### config.mk
export PLATFORM = sky130hd
export DESIGN_NAME = trgbr_bridge
export DESIGN_NICKNAME = d
export VERILOG_FILES = /design/src/rtl/trgbr_pkg.sv /design/src/rtl/trgbr_launch.sv /design/src/rtl/trgbr_chan.sv /design/src/rtl/trgbr_bridge.sv
export SDC_FILE = /design/constraint.sdc
export NUM_CORES = 1
export LEC_CHECK = 0
export ABC_AREA = 1
export BUFFER_PORTS_ARGS = -buffer_cell sky130_fd_sc_hd__buf_2
export CORE_MARGIN = 1.5
export CORE_UTILIZATION = 51
export DETAILED_ROUTE_END_ITERATION = 8
export PLACE_DENSITY = 0.83
export SYNTH_ARGS = -nofsm -noshare
export SYNTH_HDL_FRONTEND = slang
export SYNTH_SLANG_ARGS = --single-unit
export TNS_END_PERCENT = 5
### constraint.sdc
create_clock -name clk -period 3.2 [get_ports clk]
set_clock_uncertainty 0.15 [all_clocks]
set_input_delay 0.64 -clock clk [delete_from_list [all_inputs] [get_ports clk]]
set_output_delay 0.64 -clock clk [all_outputs]
set_load 0.02 [all_outputs]
### src/rtl/trgbr_pkg.sv
// Shared constants and helpers for the dual-channel triggered bridge.
// Assumes exactly two channels: completion flags sit at status bits 16 and 17.
package trgbr_pkg;
    localparam int AW       = 12;
    localparam int DW       = 32;
    localparam int NCH      = 2;
    localparam int SZW      = 2;
    localparam int DONE_LSB = 16;
    localparam int STAGE_BASE   = 16;
    localparam int STAGE_STRIDE = 24;
    localparam int RES_BASE     = 132;
    localparam int RES_STRIDE   = 12;

    localparam logic [AW-1:0] OFF_VERSION = 12'h000;
    localparam logic [AW-1:0] OFF_LAUNCH  = 12'h004;
    localparam logic [AW-1:0] OFF_STATUS  = 12'h048;
    localparam logic [DW-1:0] VERSION_VAL = 32'h0000_00A1;

    typedef enum int {SLOT_SEL = 0, SLOT_DIR = 1, SLOT_SIZE = 2,
                      SLOT_ADDR = 3, SLOT_DATA = 4} slot_e;

    // Byte offset of one staging slot of one channel.
    function automatic logic [AW-1:0] stage_off(input int ch, input slot_e s);
        return AW'(STAGE_BASE + STAGE_STRIDE * ch + 4 * int'(s));
    endfunction

    // Byte offset of a channel's result register.
    function automatic logic [AW-1:0] res_off(input int ch);
        return AW'(RES_BASE + RES_STRIDE * ch);
    endfunction

    // Size codes 0, 1 and 3 are legal; everything else is refused.
    function automatic logic size_legal(input logic [DW-1:0] code);
        return (code[DW-1:SZW] == '0) && (code[1:0] != 2'b10);
    endfunction

    // Zero-extend returned data from the low lanes used by the size code.
    function automatic logic [DW-1:0] lane_zext(input logic [SZW-1:0] sz,
                                                input logic [DW-1:0] d);
        case (sz)
            2'd0:    return {24'd0, d[7:0]};
            2'd1:    return {16'd0, d[15:0]};
            default: return d;
        endcase
    endfunction
endpackage

### src/rtl/trgbr_launch.sv
// Launch arbiter: turns a launch-register write into at most one channel
// start. The lowest-numbered selected channel claims the launch, even if
// its size code is illegal. Assumes busy_any covers every outstanding request.
module trgbr_launch
    import trgbr_pkg::*;
(
    input  logic           trig,
    input  logic           busy_any,
    input  logic [NCH-1:0] sel,
    input  logic [NCH-1:0] legal,
    output logic [NCH-1:0] launch
);
    logic taken;

    // Priority pick of the first selected channel, gated by idle and legal size.
    always_comb begin
        launch = '0;
        taken  = 1'b0;
        for (int i = 0; i < NCH; i++) begin
            if (!taken && sel[i]) begin
                taken     = 1'b1;
                launch[i] = trig && !busy_any && legal[i];
            end
        end
    end
endmodule

### src/rtl/trgbr_chan.sv
// One bridge channel: software staging registers, the result register and
// the downstream request master. Assumes launch is only pulsed while idle.
module trgbr_chan
    import trgbr_pkg::*;
#(
    parameter int CH = 0
) (
    input  logic           clk,
    input  logic           rst_n,
    input  logic           wr_en,
    input  logic [AW-1:0]  wr_addr,
    input  logic [DW-1:0]  wr_data,
    input  logic [AW-1:0]  rd_addr,
    output logic [DW-1:0]  rd_val,
    input  logic           launch,
    output logic           sel_bit,
    output logic           legal,
    output logic           done,
    output logic           dn_req,
    output logic           dn_we,
    output logic [DW-1:0]  dn_addr,
    output logic [SZW-1:0] dn_size,
    output logic [DW-1:0]  dn_wdata,
    input  logic [DW-1:0]  dn_rdata,
    input  logic           dn_ack,
    input  logic           dn_err
);
    localparam logic [AW-1:0] A_SEL  = stage_off(CH, SLOT_SEL);
    localparam logic [AW-1:0] A_DIR  = stage_off(CH, SLOT_DIR);
    localparam logic [AW-1:0] A_SIZE = stage_off(CH, SLOT_SIZE);
    localparam logic [AW-1:0] A_ADDR = stage_off(CH, SLOT_ADDR);
    localparam logic [AW-1:0] A_DATA = stage_off(CH, SLOT_DATA);
    localparam logic [AW-1:0] A_RES  = res_off(CH);

    logic           sel_q, dir_q, busy_q, we_q;
    logic [DW-1:0]  size_q, addr_q, data_q, res_q, oaddr_q, odata_q;
    logic [SZW-1:0] osize_q;
    logic           resp;

    assign resp     = busy_q && (dn_ack || dn_err);
    assign done     = resp && !dn_err;
    assign sel_bit  = sel_q;
    assign legal    = size_legal(size_q);
    assign dn_req   = busy_q;
    assign dn_we    = we_q;
    assign dn_addr  = oaddr_q;
    assign dn_size  = osize_q;
    assign dn_wdata = odata_q;

    // Software staging registers, written by APB.
    always_ff @(posedge clk) begin
        if (!rst_n) begin
            sel_q  <= 1'b0;
            dir_q  <= 1'b0;
            size_q <= '0;
            addr_q <= '0;
            data_q <= '0;
        end else if (wr_en) begin
            case (wr_addr)
                A_SEL:   sel_q  <= wr_data[0];
                A_DIR:   dir_q  <= wr_data[0];
                A_SIZE:  size_q <= wr_data;
                A_ADDR:  addr_q <= wr_data;
                A_DATA:  data_q <= wr_data;
                default: ;
            endcase
        end
    end

    // Request master: latch the staged access on launch, hold until response.
    always_ff @(posedge clk) begin
        if (!rst_n) begin
            busy_q  <= 1'b0;
            we_q    <= 1'b0;
            osize_q <= '0;
            oaddr_q <= '0;
            odata_q <= '0;
        end else if (launch) begin
            busy_q  <= 1'b1;
            we_q    <= !dir_q;
            osize_q <= size_q[SZW-1:0];
            oaddr_q <= addr_q;
            odata_q <= data_q;
        end else if (resp) begin
            busy_q  <= 1'b0;
        end
    end

    // Result register: capture lane-extended data on a clean read response.
    always_ff @(posedge clk) begin
        if (!rst_n) begin
            res_q <= '0;
        end else if (done && !we_q) begin
            res_q <= lane_zext(osize_q, dn_rdata);
        end
    end

    // Readback of this channel's registers; zero when the address misses.
    always_comb begin
        case (rd_addr)
            A_SEL:   rd_val = {31'd0, sel_q};
            A_DIR:   rd_val = {31'd0, dir_q};
            A_SIZE:  rd_val = size_q;
            A_ADDR:  rd_val = addr_q;
            A_DATA:  rd_val = data_q;
            A_RES:   rd_val = res_q;
            default: rd_val = '0;
        endcase
    end


    hold_until_resp_chk: assert property (@(posedge clk) disable iff (!rst_n)
        dn_req && !dn_ack && !dn_err |=> dn_req && $stable(dn_addr) &&
        $stable(dn_we) && $stable(dn_size) && $stable(dn_wdata));


    drop_after_resp_chk: assert property (@(posedge clk) disable iff (!rst_n)
        dn_req && (dn_ack || dn_err) |=> !dn_req);


    write_keeps_result_chk: assert property (@(posedge clk) disable iff (!rst_n)
        dn_req && dn_we |=> $stable(res_q));


    err_keeps_result_chk: assert property (@(posedge clk) disable iff (!rst_n)
        dn_req && dn_err |=> $stable(res_q));
endmodule

### src/rtl/trgbr_bridge.sv
// Top of the dual-channel triggered bridge: APB decode, launch arbitration,
// sticky completion status and interrupt. Assumes 32-bit APB accesses with
// zero wait states; read data is driven combinationally from paddr.
module trgbr_bridge
    import trgbr_pkg::*;
(
    input  logic               clk,
    input  logic               rst_n,
    input  logic               psel,
    input  logic               penable,
    input  logic               pwrite,
    input  logic [AW-1:0]      paddr,
    input  logic [DW-1:0]      pwdata,
    output logic [DW-1:0]      prdata,
    output logic [NCH-1:0]     dn_req,
    output logic [NCH-1:0]     dn_we,
    output logic [NCH*DW-1:0]  dn_addr,
    output logic [NCH*SZW-1:0] dn_size,
    output logic [NCH*DW-1:0]  dn_wdata,
    input  logic [NCH*DW-1:0]  dn_rdata,
    input  logic [NCH-1:0]     dn_ack,
    input  logic [NCH-1:0]     dn_err,
    output logic               irq
);
    logic           wr_en, trig, st_wr;
    logic [NCH-1:0] sel, legal, launch, done;
    logic [DW-1:0]  ch_rd [NCH];
    logic [DW-1:0]  status_q, status_d, base_rd;

    assign wr_en = psel && penable && pwrite;
    assign trig  = wr_en && (paddr == OFF_LAUNCH);
    assign st_wr = wr_en && (paddr == OFF_STATUS);

    trgbr_launch u_launch (
        .trig     (trig),
        .busy_any (|dn_req),
        .sel      (sel),
        .legal    (legal),
        .launch   (launch)
    );

    for (genvar c = 0; c < NCH; c++) begin : g_ch
        trgbr_chan #(.CH(c)) u_chan (
            .clk      (clk),
            .rst_n    (rst_n),
            .wr_en    (wr_en),
            .wr_addr  (paddr),
            .wr_data  (pwdata),
            .rd_addr  (paddr),
            .rd_val   (ch_rd[c]),
            .launch   (launch[c]),
            .sel_bit  (sel[c]),
            .legal    (legal[c]),
            .done     (done[c]),
            .dn_req   (dn_req[c]),
            .dn_we    (dn_we[c]),
            .dn_addr  (dn_addr[c*DW +: DW]),
            .dn_size  (dn_size[c*SZW +: SZW]),
            .dn_wdata (dn_wdata[c*DW +: DW]),
            .dn_rdata (dn_rdata[c*DW +: DW]),
            .dn_ack   (dn_ack[c]),
            .dn_err   (dn_err[c])
        );
    end

    // Next status: software write replaces, completions OR in on top.
    always_comb begin
        status_d = st_wr ? pwdata : status_q;
        for (int i = 0; i < NCH; i++) begin
            status_d[DONE_LSB + i] = status_d[DONE_LSB + i] | done[i];
        end
    end

    // Status register.
    always_ff @(posedge clk) begin
        if (!rst_n) status_q <= '0;
        else        status_q <= status_d;
    end

    assign irq = |status_q[DONE_LSB +: NCH];

    // Read mux: bridge-level registers ORed with the channel readbacks.
    always_comb begin
        case (paddr)
            OFF_VERSION: base_rd = VERSION_VAL;
            OFF_STATUS:  base_rd = status_q;
            default:     base_rd = '0;
        endcase
        prdata = base_rd;
        for (int i = 0; i < NCH; i++) prdata = prdata | ch_rd[i];
    end


    single_channel_chk: assert property (@(posedge clk) disable iff (!rst_n)
        (|dn_req) |-> $onehot(dn_req));


    flag_on_done_chk: assert property (@(posedge clk) disable iff (!rst_n)
        done[0] |=> status_q[DONE_LSB]);


    flag_on_done1_chk: assert property (@(posedge clk) disable iff (!rst_n)
        done[1] |=> status_q[DONE_LSB + 1]);
endmodule

==> results.yml <==
status:
  outcome: "complete, but fails checks"
  violations: "DRC"
logic_synthesis:
  synth_edf_count: 0
  synthArstFlopShare_pct: 0
  synth_cell_type_count: 25
  synth_area_per_cell_um2: 6.64
  synth_area_leaders: "dfxtp_1, nand2_1, nor2_1, o21ai_0, inv_1"
  yosys.area.top_type: "dfxtp_1"
  yosysSeqAreaShare_pct: 46.3
  syn_nets: 2907
  synth_ff_type: "dfxtp_1"
  synth_cells: 2790
  synthTopCellsByCount: "nand2_1, nor2_1, dfxtp_1, inv_1, o21ai_0"
  synth.most_common_cell: "nand2_1"
  syn-cell-area_mm2: 0.0185
  ys_warn_count: 0
  ys_ff_latch: 428
  synth_top_area_share_pct: 46.3
routing:
  avgRoutedWirePerCell_um: 19.0
  ant_nets: 0
  drc: 17
  viasPerCell: 5.43
  drt-initial-drc-count: 1992
  drt_wl_total_mm: 66.2
  dr.pass1.iters: 8
  vias: 18912
floorplan:
  dieArea_mm2: 0.0375
  coreArea_mm2: 0.0357
  dieWidth_um: 194
  die_h_um: 194
  io_pins: 286
  start_util_pct: 51.9
  num_rows: 69
clocking:
  post_cts_resized: 5
  path_clk_slew_ns: 0.06
  cts_sinks: 428
  clkLatencyLatePin_ns: 0.55
  cts_made_buffers: 45
  holdBufCountCts: 0
  cts_buffer_depth: 3
  cts_tree: "yes"
  root_buffer: "clkbuf_16"
  cts_setup_buffers: 0
  cts_max_level: 2
placed_design:
  place_inst: 3404
  dpl.hpwl_mm: 47.3
  port-buffer-count: 285
  place.gp.congestion: 0.949
  place_ws_ns: -0.0865
sta:
  setup_violations: 0
  rsz0062_at_grt: "no"
  hold_violations: 0
  fmax_ghz: 0.319
  period_minus_slack_ns: 3.14
  setup_ws_ns: 0.0617
  worst_pin_slew_ns: 0.937
  timing.final.max_slew_violations: 0
  slew_headroom_pct: 37.5
  fin_hold_ws_ns: 0.171
  finalCritPeriodShare_pct: 98.1
grt:
  overflow: 0
  grt_pass1_vias: 17511
  grt-busiest-layer: "met2"
  use_met3_pct: 4.60
  grt_util_all_layers_pct: 34.4
  grt_pass1_wl_mm: 100
  antenna_found_initial: 2
  grt_use_met2_pct: 57.1
  grtUsageMet1_pct: 43.7
  grt_max_degree: 158
worst_setup_path:
  crit_buf_inv: 3
  crit_type: "primary input to output port"
  critPathMaxFanout: 32
  cp_top_family: "simple AND/OR/NAND/NOR gates"
  path_cells: "buf_2 -> nor2_1 -> nand2_2 -> nor2_1 -> buf_12 -> nand3_1 -> o21ai_1 -> nor2_1 -> nand3_1 -> buf_2"
  arrival_ns: 2.35
  reg2reg_setup_slack_ns: 1.01
  slowest_stage: "nor2_1"
  end_kind: "output port"
  worst_path_largest_cell_delay_ns: 0.24
  critical_path.most_common_cell: "nor2_1"
  critPathLaunch: "paddr[11]"
  r2r_start: "g_ch[1].u_chan.dn_req$_SDFFE_PN0P_"
  critPathLaunchType: "primary input"
  required_ns: 2.41
final_layout:
  final_nets: 3107
  areaGrowthSynthToFinish_pct: 17.8
  regArea_mm2: 0.00857
  fin_cells: 3483
  fillers: 3278
  insertedDiodeCount: 0
  final_core_util_pct: 61.2
  layout-drive-gt1-share_pct: 14.0
  multi_input_area_mm2: 0.00791
run:
  drv_cap: 0
pwr:
  powerDensity_mw_per_mm2: 500
  total_power_mw: 10.9
  peakVddDrop_v: 0.000426
  leakage_nw: 10.4
hold_path:
  hold_path.class: "primary input to register"
  hp-start: "dn_rdata[3]"
[sequential cells by signal (all words and copies together) (netlist names)]
register / cells
g_ch.u_chan.addr_q: 64
g_ch.u_chan.data_q: 64
g_ch.u_chan.dir_q: 2
g_ch.u_chan.dn_addr: 64
g_ch.u_chan.dn_req: 2
g_ch.u_chan.dn_size: 4
g_ch.u_chan.dn_wdata: 64
g_ch.u_chan.dn_we: 2
g_ch.u_chan.res_q: 64
g_ch.u_chan.sel_bit: 2
g_ch.u_chan.size_q: 64
status_q: 32
[tightest hold or removal path: stages]
cell,delay (ns)
buf_2,0.08
nor2_1,0.03
nor2_1,0.08
[per-stage QoR]
| stage | setup TNS [ns] | instance area, um2 |
|---|---|---|
| 4_1_cts | 0 | 21800 |
| 6_report | 0 | 21800 |
| 3_3_place_gp | -0.435 | 20300 |
| 5_1_grt | 0 | 21800 |
| 3_5_place_dp | -0.212 | 20300 |
| 2_1_floorplan | 0 | 18500 |
[power breakdown]
part           switching, mW  total (mW)  internal (mW)
Clock                   2.15        5.23           3.08
Sequential          0.000155        5.33           5.33
Combinational          0.260       0.355         0.0949
[placed cells by master, fill, tap and decap left out, types with 23 or more instances in the layout]
cell type,n
nand2_1,583
nor2_1,485
dfxtp_1,428
inv_1,355
buf_2,284
o21ai_0,266
a21oi_1,250
nand3_1,197
clkbuf_16,45
buf_4,23
[per-layer routing]
metal | share of wire (%) | wire length, um
met5 | 0 | 0
met4 | 5.5 | 3670
met1 | 40 | 26200
met2 | 46 | 30600
met3 | 8.7 | 5770
[layout make-up]
type / count / area share (%)
flip-flops and latches: 428 / 39.3
multi-input cells: 1828 / 36.3
repair buffers: 324 / 8.84
inverters: 363 / 6.25
clock buffers: 66 / 6.03
well taps: 461 / 2.64
clock inverters: 13 / 0.688
[worst paths after layout]
| path | end | cells after the start |
|---|---|---|
| worst min-delay path | g_ch[0].u_chan.res_q[3]$_SDFFE_PN0P_ | 3 |
| worst max register to register | g_ch[1].u_chan.dn_wdata[29]$_SDFFE_PN0P_ | 9 |
| worst max-delay path | prdata[20] | 10 |
| worst min register to register | status_q[5]$_SDFFE_PN0N_ | 2 |
[cells by family after synthesis]
logic type	count (synthesis)	synth area share [%]
compound gates	533	14.4
buf+inv	534	11.2
flops	428	46.3
simple gates	1295	28.1
Note: power is estimated with default switching activity, not from simulation.
